### src/rtl/cs_seq_pkg.sv
package cs_seq_pkg;
  typedef enum logic [1:0] {
    ST_IDLE   = 2'd0,
    ST_ACTIVE = 2'd1,
    ST_DONE   = 2'd2
  } seq_state_e;
endpackage

### src/rtl/cs_cfg_select.sv
module cs_cfg_select #(
  parameter int NUM_CS  = 4,
  parameter int WAIT_W  = 4,
  parameter int WIDTH_W = 2,
  parameter int MAX_LEN = 16,
  parameter int CNT_W   = 4,
  parameter int SEL_W   = 2
) (
  input  logic [NUM_CS*WAIT_W-1:0]  cfg_wait,
  input  logic [NUM_CS-1:0]         cfg_wren,
  input  logic [NUM_CS*WIDTH_W-1:0] cfg_width,
  input  logic [SEL_W-1:0]          sel,
  output logic [CNT_W-1:0]          len_m1,
  output logic                      wr_ok,
  output logic [WIDTH_W-1:0]        width
);
  localparam int EXT_W = WAIT_W + 1;

  logic [WAIT_W-1:0]  wait_arr  [NUM_CS];
  logic [WIDTH_W-1:0] width_arr [NUM_CS];

  for (genvar i = 0; i < NUM_CS; i++) begin : g_unpack
    assign wait_arr[i]  = cfg_wait[i*WAIT_W +: WAIT_W];
    assign width_arr[i] = cfg_width[i*WIDTH_W +: WIDTH_W];
  end

  logic [EXT_W-1:0] code_p1;

  always_comb begin
    code_p1 = {1'b0, wait_arr[sel]} + EXT_W'(1);
    if (code_p1 > EXT_W'(MAX_LEN - 1)) begin
      len_m1 = CNT_W'(MAX_LEN - 1);
    end else begin
      len_m1 = CNT_W'(code_p1);
    end
    wr_ok = cfg_wren[sel];
    width = width_arr[sel];
  end
endmodule

### src/rtl/cs_len_counter.sv
module cs_len_counter #(
  parameter int CNT_W = 4
) (
  input  logic             clk,
  input  logic             rst_n,
  input  logic             load,
  input  logic [CNT_W-1:0] load_val,
  input  logic             en,
  output logic             last
);
  logic [CNT_W-1:0] cnt_q, cnt_d;

  always_comb begin
    cnt_d = cnt_q;
    if (load) begin
      cnt_d = load_val;
    end else if (en && (cnt_q != '0)) begin
      cnt_d = cnt_q - CNT_W'(1);
    end
  end

  always_ff @(posedge clk or negedge rst_n) begin
    if (!rst_n) begin
      cnt_q <= '0;
    end else if (load || en) begin
      cnt_q <= cnt_d;
    end
  end

  assign last = (cnt_q == '0);
endmodule

### src/rtl/cs_wait_seq.sv
module cs_wait_seq #(
  parameter int NUM_CS  = 4,
  parameter int WAIT_W  = 4,
  parameter int WIDTH_W = 2,
  parameter int MAX_LEN = 16,
  parameter int ADDR_W  = 24,
  parameter int DATA_W  = 32,
  localparam int SEL_W  = $clog2(NUM_CS),
  localparam int CNT_W  = $clog2(MAX_LEN)
) (
  input  logic                      clk,
  input  logic                      rst_n,
  input  logic [NUM_CS*WAIT_W-1:0]  cfg_wait,
  input  logic [NUM_CS-1:0]         cfg_wren,
  input  logic [NUM_CS*WIDTH_W-1:0] cfg_width,
  input  logic                      req_valid,
  output logic                      req_ready,
  input  logic [SEL_W-1:0]          req_cs,
  input  logic [ADDR_W-1:0]         req_addr,
  input  logic                      req_write,
  input  logic [DATA_W-1:0]         req_wdata,
  output logic [NUM_CS-1:0]         mem_cs_n,
  output logic                      mem_oe_n,
  output logic                      mem_we_n,
  output logic [ADDR_W-1:0]         mem_addr,
  output logic [DATA_W-1:0]         mem_wdata,
  input  logic [DATA_W-1:0]         mem_rdata,
  output logic                      rsp_valid,
  output logic                      rsp_err,
  output logic [DATA_W-1:0]         rsp_rdata,
  output logic [WIDTH_W-1:0]        rsp_width
);
  import cs_seq_pkg::*;

  seq_state_e state_q, state_d;

  logic [CNT_W-1:0]   sel_len_m1;
  logic               sel_wr_ok;
  logic [WIDTH_W-1:0] sel_width;
  logic               accept, refuse, active, last;

  logic [SEL_W-1:0]   cs_q;
  logic [ADDR_W-1:0]  addr_q;
  logic               wr_q;
  logic [DATA_W-1:0]  wdata_q;
  logic [WIDTH_W-1:0] width_q;
  logic               err_q;
  logic [DATA_W-1:0]  rdata_q;
  logic               rd_cap;

  cs_cfg_select #(
    .NUM_CS(NUM_CS), .WAIT_W(WAIT_W), .WIDTH_W(WIDTH_W),
    .MAX_LEN(MAX_LEN), .CNT_W(CNT_W), .SEL_W(SEL_W)
  ) u_cfg (
    .cfg_wait (cfg_wait),
    .cfg_wren (cfg_wren),
    .cfg_width(cfg_width),
    .sel      (req_cs),
    .len_m1   (sel_len_m1),
    .wr_ok    (sel_wr_ok),
    .width    (sel_width)
  );

  assign req_ready = (state_q == ST_IDLE);
  assign accept    = req_valid && req_ready;
  assign refuse    = req_write && !sel_wr_ok;
  assign active    = (state_q == ST_ACTIVE);
  assign rd_cap    = active && last && !wr_q;

  cs_len_counter #(.CNT_W(CNT_W)) u_cnt (
    .clk     (clk),
    .rst_n   (rst_n),
    .load    (accept),
    .load_val(sel_len_m1),
    .en      (active),
    .last    (last)
  );

  // next state
  always_comb begin
    state_d = state_q;
    case (state_q)
      ST_IDLE:   if (accept) state_d = refuse ? ST_DONE : ST_ACTIVE;
      ST_ACTIVE: if (last) state_d = ST_DONE;
      ST_DONE:   state_d = ST_IDLE;
      default:   state_d = ST_IDLE;
    endcase
  end

  always_ff @(posedge clk or negedge rst_n) begin
    if (!rst_n) state_q <= ST_IDLE;
    else        state_q <= state_d;
  end

  // request capture, enabled by acceptance
  always_ff @(posedge clk or negedge rst_n) begin
    if (!rst_n) begin
      cs_q    <= '0;
      addr_q  <= '0;
      wr_q    <= 1'b0;
      wdata_q <= '0;
      width_q <= '0;
      err_q   <= 1'b0;
    end else if (accept) begin
      cs_q    <= req_cs;
      addr_q  <= req_addr;
      wr_q    <= req_write;
      wdata_q <= req_wdata;
      width_q <= sel_width;
      err_q   <= refuse;
    end
  end

  // read capture on the final active cycle
  always_ff @(posedge clk or negedge rst_n) begin
    if (!rst_n)      rdata_q <= '0;
    else if (rd_cap) rdata_q <= mem_rdata;
  end

  for (genvar i = 0; i < NUM_CS; i++) begin : g_cs
    assign mem_cs_n[i] = !(active && (cs_q == SEL_W'(i)));
  end

  assign mem_oe_n  = !(active && !wr_q);
  assign mem_we_n  = !(active && wr_q);
  assign mem_addr  = addr_q;
  assign mem_wdata = wdata_q;
  assign rsp_valid = (state_q == ST_DONE);
  assign rsp_err   = err_q;
  assign rsp_rdata = rdata_q;
  assign rsp_width = width_q;
endmodule

### config.mk
export PLATFORM = sky130hd
export DESIGN_NAME = cs_wait_seq
export DESIGN_NICKNAME = d
export VERILOG_FILES = /design/src/rtl/cs_seq_pkg.sv /design/src/rtl/cs_cfg_select.sv /design/src/rtl/cs_len_counter.sv /design/src/rtl/cs_wait_seq.sv
export SDC_FILE = /design/constraint.sdc
export NUM_CORES = 1
export LEC_CHECK = 0
export BUFFER_PORTS_ARGS = -buffer_cell sky130_fd_sc_hd__buf_2
export CELL_PAD_IN_SITES_DETAIL_PLACEMENT = 1
export CELL_PAD_IN_SITES_GLOBAL_PLACEMENT = 2
export CORE_UTILIZATION = 28
export DETAILED_ROUTE_END_ITERATION = 6
export GPL_ROUTABILITY_DRIVEN = 0
export PLACE_DENSITY = 0.9
export SYNTH_ARGS = -nofsm -noshare
export SYNTH_HDL_FRONTEND = slang
export SYNTH_SLANG_ARGS = --single-unit
### constraint.sdc
create_clock -name clk -period 5.1 [get_ports clk]
set_clock_uncertainty 0.15 [all_clocks]
set_input_delay 0.51 -clock clk [delete_from_list [all_inputs] [get_ports clk]]
set_output_delay 0.51 -clock clk [all_outputs]
set_load 0.005 [all_outputs]
==> results.sh <==
export IMPL_pwr_share_comb=0.367
export IMPL_arrival_ps=2320
export IMPL_path_class="flop to flop"
export IMPL_p_total_mw=3.48
export IMPL_startpoint_type="flop"
export IMPL_outcome="complete, but fails checks"
export IMPL_yosysSeqAreaShare=0.587
export IMPL_setup_violations=0
export IMPL_powerDensity_mw_per_mm2=596
export IMPL_fmax_mhz=447
export IMPL_failed_checks="DRC"
export IMPL_hp_class="input pin to flop"
export IMPL_hold_viol=0
export IMPL_setup_tns_ps=0
export IMPL_synth_main_ff_cell="dfrtp_1"
export IMPL_end_kind="flop"
export IMPL_initial_core_util=0.290
export IMPL_relSlewSlack=0.179
export IMPL_worst_path_max_fanout=64
export IMPL_antenna_found_initial=0
export IMPL_critical_path_max_stage_delay_ps=1010
export IMPL_drc=20
export IMPL_num_rows=44
export IMPL_hpwlAfterDp_mm=8.93
export IMPL_synth_compound_area_frac=0.0156
export IMPL_final_nets=728
export IMPL_synth_enable_flop_cells=0
export IMPL_drive_gt1_frac=0.461
export IMPL_viasPerCell=4.43
export IMPL_postSynthCellCount=389
export IMPL_cp_cell_sequence="nor2_1 > and2_2 > o211ai_1 > o311ai_1"
export IMPL_synthMuxAreaShare=0.153
export IMPL_period_needed_ps=2240
export IMPL_synth_most_common_cell="nand2_1"
export IMPL_synth_area_top_cells="dfrtp_1 (59%), nand2_1 (17%), mux2_4 (11%)"
export IMPL_synth_top_area_frac=0.587
export IMPL_ant_nets=0
export IMPL_drtIter0Drc=171
export IMPL_die_w_microns=125
export IMPL_switchingPower_mw=1.16
export IMPL_yosys_area_share_simple=0.201
export IMPL_first_pass_iters=6
export IMPL_place_area_sq_mm=0.00549
export IMPL_layout_setup_ws_ps=2860
export IMPL_worstSkewPairLatency_ps=330
export IMPL_clkPwrFrac=0.229
export IMPL_reg2reg_depth=4
export IMPL_cts_root_buffer="clkbuf_16"
export IMPL_syn_area_sq_mm=0.00426
export IMPL_core_region_area_sq_mm=0.0147
export IMPL_leakage_nw=3.30
export IMPL_swShare=0.332
export IMPL_ys_types=33
export IMPL_yosys_top_cells_count="nand2_1 (188), dfrtp_1 (100), mux2_4 (30)"
export IMPL_post_cts_resize_count=0
export IMPL_ir_worst_vdd_mv=0.197
export IMPL_clk_pin_slew_worst_paths_ps=70
export IMPL_synth_xor_area_frac=0.00206
export IMPL_timing_hold_ws_ps=209
export IMPL_instances_no_fill=792
export IMPL_ys_warn_count=0
export IMPL_grt_max_degree=65
export IMPL_avgSynthCellArea_sq_um=11.0
export IMPL_cp_slowest_cell="and2_2"
export IMPL_design_area_sq_mm=0.00585
export IMPL_wl_per_cell_microns=15.1
export IMPL_postRouteWirelength_mm=12.0
export IMPL_ys_ff_latch=100
export IMPL_p_int_mw=2.33
export IMPL_clock_sinks=100
export IMPL_pre_cts_slack_ps=2850
export IMPL_final_core_util=0.398
export IMPL_yosys_area_top_type="dfrtp_1"
export IMPL_fin_crit_sh=0.439
export IMPL_grt_usage=0.156
export IMPL_rsz0062_at_grt="no"
export IMPL_port_buffer_count=220
export IMPL_grt_pass1_vias=3817
export IMPL_min_path_cells=3
export IMPL_cts_tree="built"
export IMPL_maxCapViolations=0
export IMPL_worst_slew_pin_slew_ps=1230
export IMPL_pwr_share_seq=0.404
export IMPL_die_h_microns=125
export IMPL_synth_top_family_by_area="simple AND/OR/NAND/NOR gates"
export IMPL_synthToLayoutAreaGrowth_pct=37.2
export IMPL_dieArea_sq_mm=0.0157
export IMPL_io_pins=221
export IMPL_vias=3508
export IMPL_placed_cells=775
export IMPL_critPathRequiredTime_ps=5180
export IMPL_cts_htree_levels=3
export IMPL_antenna_cells=0
export IMPL_clockBufferDepth=2
export IMPL_synth_nets=514
export IMPL_ys_async_sr_fraction=1.00
export IMPL_drv_slew=0
export IMPL_cts_buffers=9
export IMPL_yosys_area_share_adder=0.00881
export IMPL_overflow=0
export IMPL_grt_pass1_wl_mm=19.4
routing by layer:
metal	global-route usage	vias to the layer above	wire (microns)
li1	-	1669	-
met1	0.190	1678	5180
met2	0.271	147	5850
met3	0.0317	14	746
met4	0.0574	0	193
met5	0	-	0
flip-flops by register name, summed over array words and instances (netlist names):
register / count
u_cnt.cnt_q: 4
state_q: 2
cs_q: 2
mem_addr: 24
rsp_width: 2
rsp_rdata: 32
rsp_err: 1
wr_q: 1
mem_wdata: 32
worst max-delay path, delay by kind of cell, from the launching register on:
kind,cells,cell delay (ps)
simple gates,2,1210
flops,1,410
compound gates,2,360
power groups by stage:
| stage | registers, mW | clock network, mW | logic (mW) |
|---|---|---|---|
| 5_1_grt | 1.46 | 0.849 | 1.43 |
| 2_1_floorplan | 1.43 | 0 | 0.673 |
| 6_report | 1.41 | 0.796 | 1.28 |
| 3_3_place_gp | 1.40 | 0 | 1.25 |
| 4_1_cts | 1.41 | 0.820 | 1.31 |
| 3_5_place_dp | 1.43 | 0 | 1.30 |
cells in the final DEF (no fill, tap or decap):
cell and instances:
a211oi_1 1, a21o_1 2, a21oi_1 1, a31oi_1 1
a32oi_1 1, and2_2 1, and2b_2 1, buf_2 219
buf_4 3, bufinv_16 3, clkbuf_1 1, clkbuf_16 9
dfrtp_1 100, dlygate4sd3_1 1, ha_1 3, inv_1 4
inv_6 3, mux2_1 2, mux2_4 30, mux2i_1 2
mux4_2 7, nand2_1 187, nand2_2 1, nand2b_1 4
nand2b_2 1, nand2b_4 1, nand3_1 3, nand3b_1 2
nor2_1 4, nor2b_1 1, nor3_1 1, nor3b_2 1
nor4b_1 1, o211ai_1 2, o311ai_1 1, or3_1 2
xnor2_1 1
what timing repair did:
action / CTS / global route
setup buffers: 0 / 0
endpoints found under the setup margin: 0 / 0
hold buffers: 1 / 0
hold endpoints to repair: 3 / 0
worst paths after layout:
| kind | start | endpoint | slack [ps] |
|---|---|---|---|
| setup / recovery | state_q[0] | u_cnt.cnt_q[2] | 2860 |
| hold / removal | req_wdata[14] | mem_wdata[14] | 210 |
| setup reg to reg | state_q[0] | u_cnt.cnt_q[2] | 2860 |
| hold reg to reg | mem_wdata[28] | mem_wdata[28] | 320 |
| max in group asynchronous | rst_n | rsp_rdata[15] | 3080 |
| min in group asynchronous | rst_n | mem_addr[2] | 540 |
kinds of logic (layout without fill, tap and decap cells):
kind of cell	Yosys count	in the layout
and+or+nand+nor	211	211
muxes	41	41
adders and majority gates	3	3
xor gates and xnor gates	1	1
DFF	100	100
AOI/OAI and AO/OA	9	9
buffers and inverters	24	243
layout make-up:
cell class | instances | area, sq um
flip-flops and latches | 100 | 2500
multi-input cells | 265 | 1630
fillers | 1729 | 8850
clock inverters | 6 | 116
inverters | 4 | 15.0
clock buffers | 10 | 229
well taps | 184 | 230
repair buffers | 223 | 1130
No activity file was read; power rests on OpenSTA's default activity.
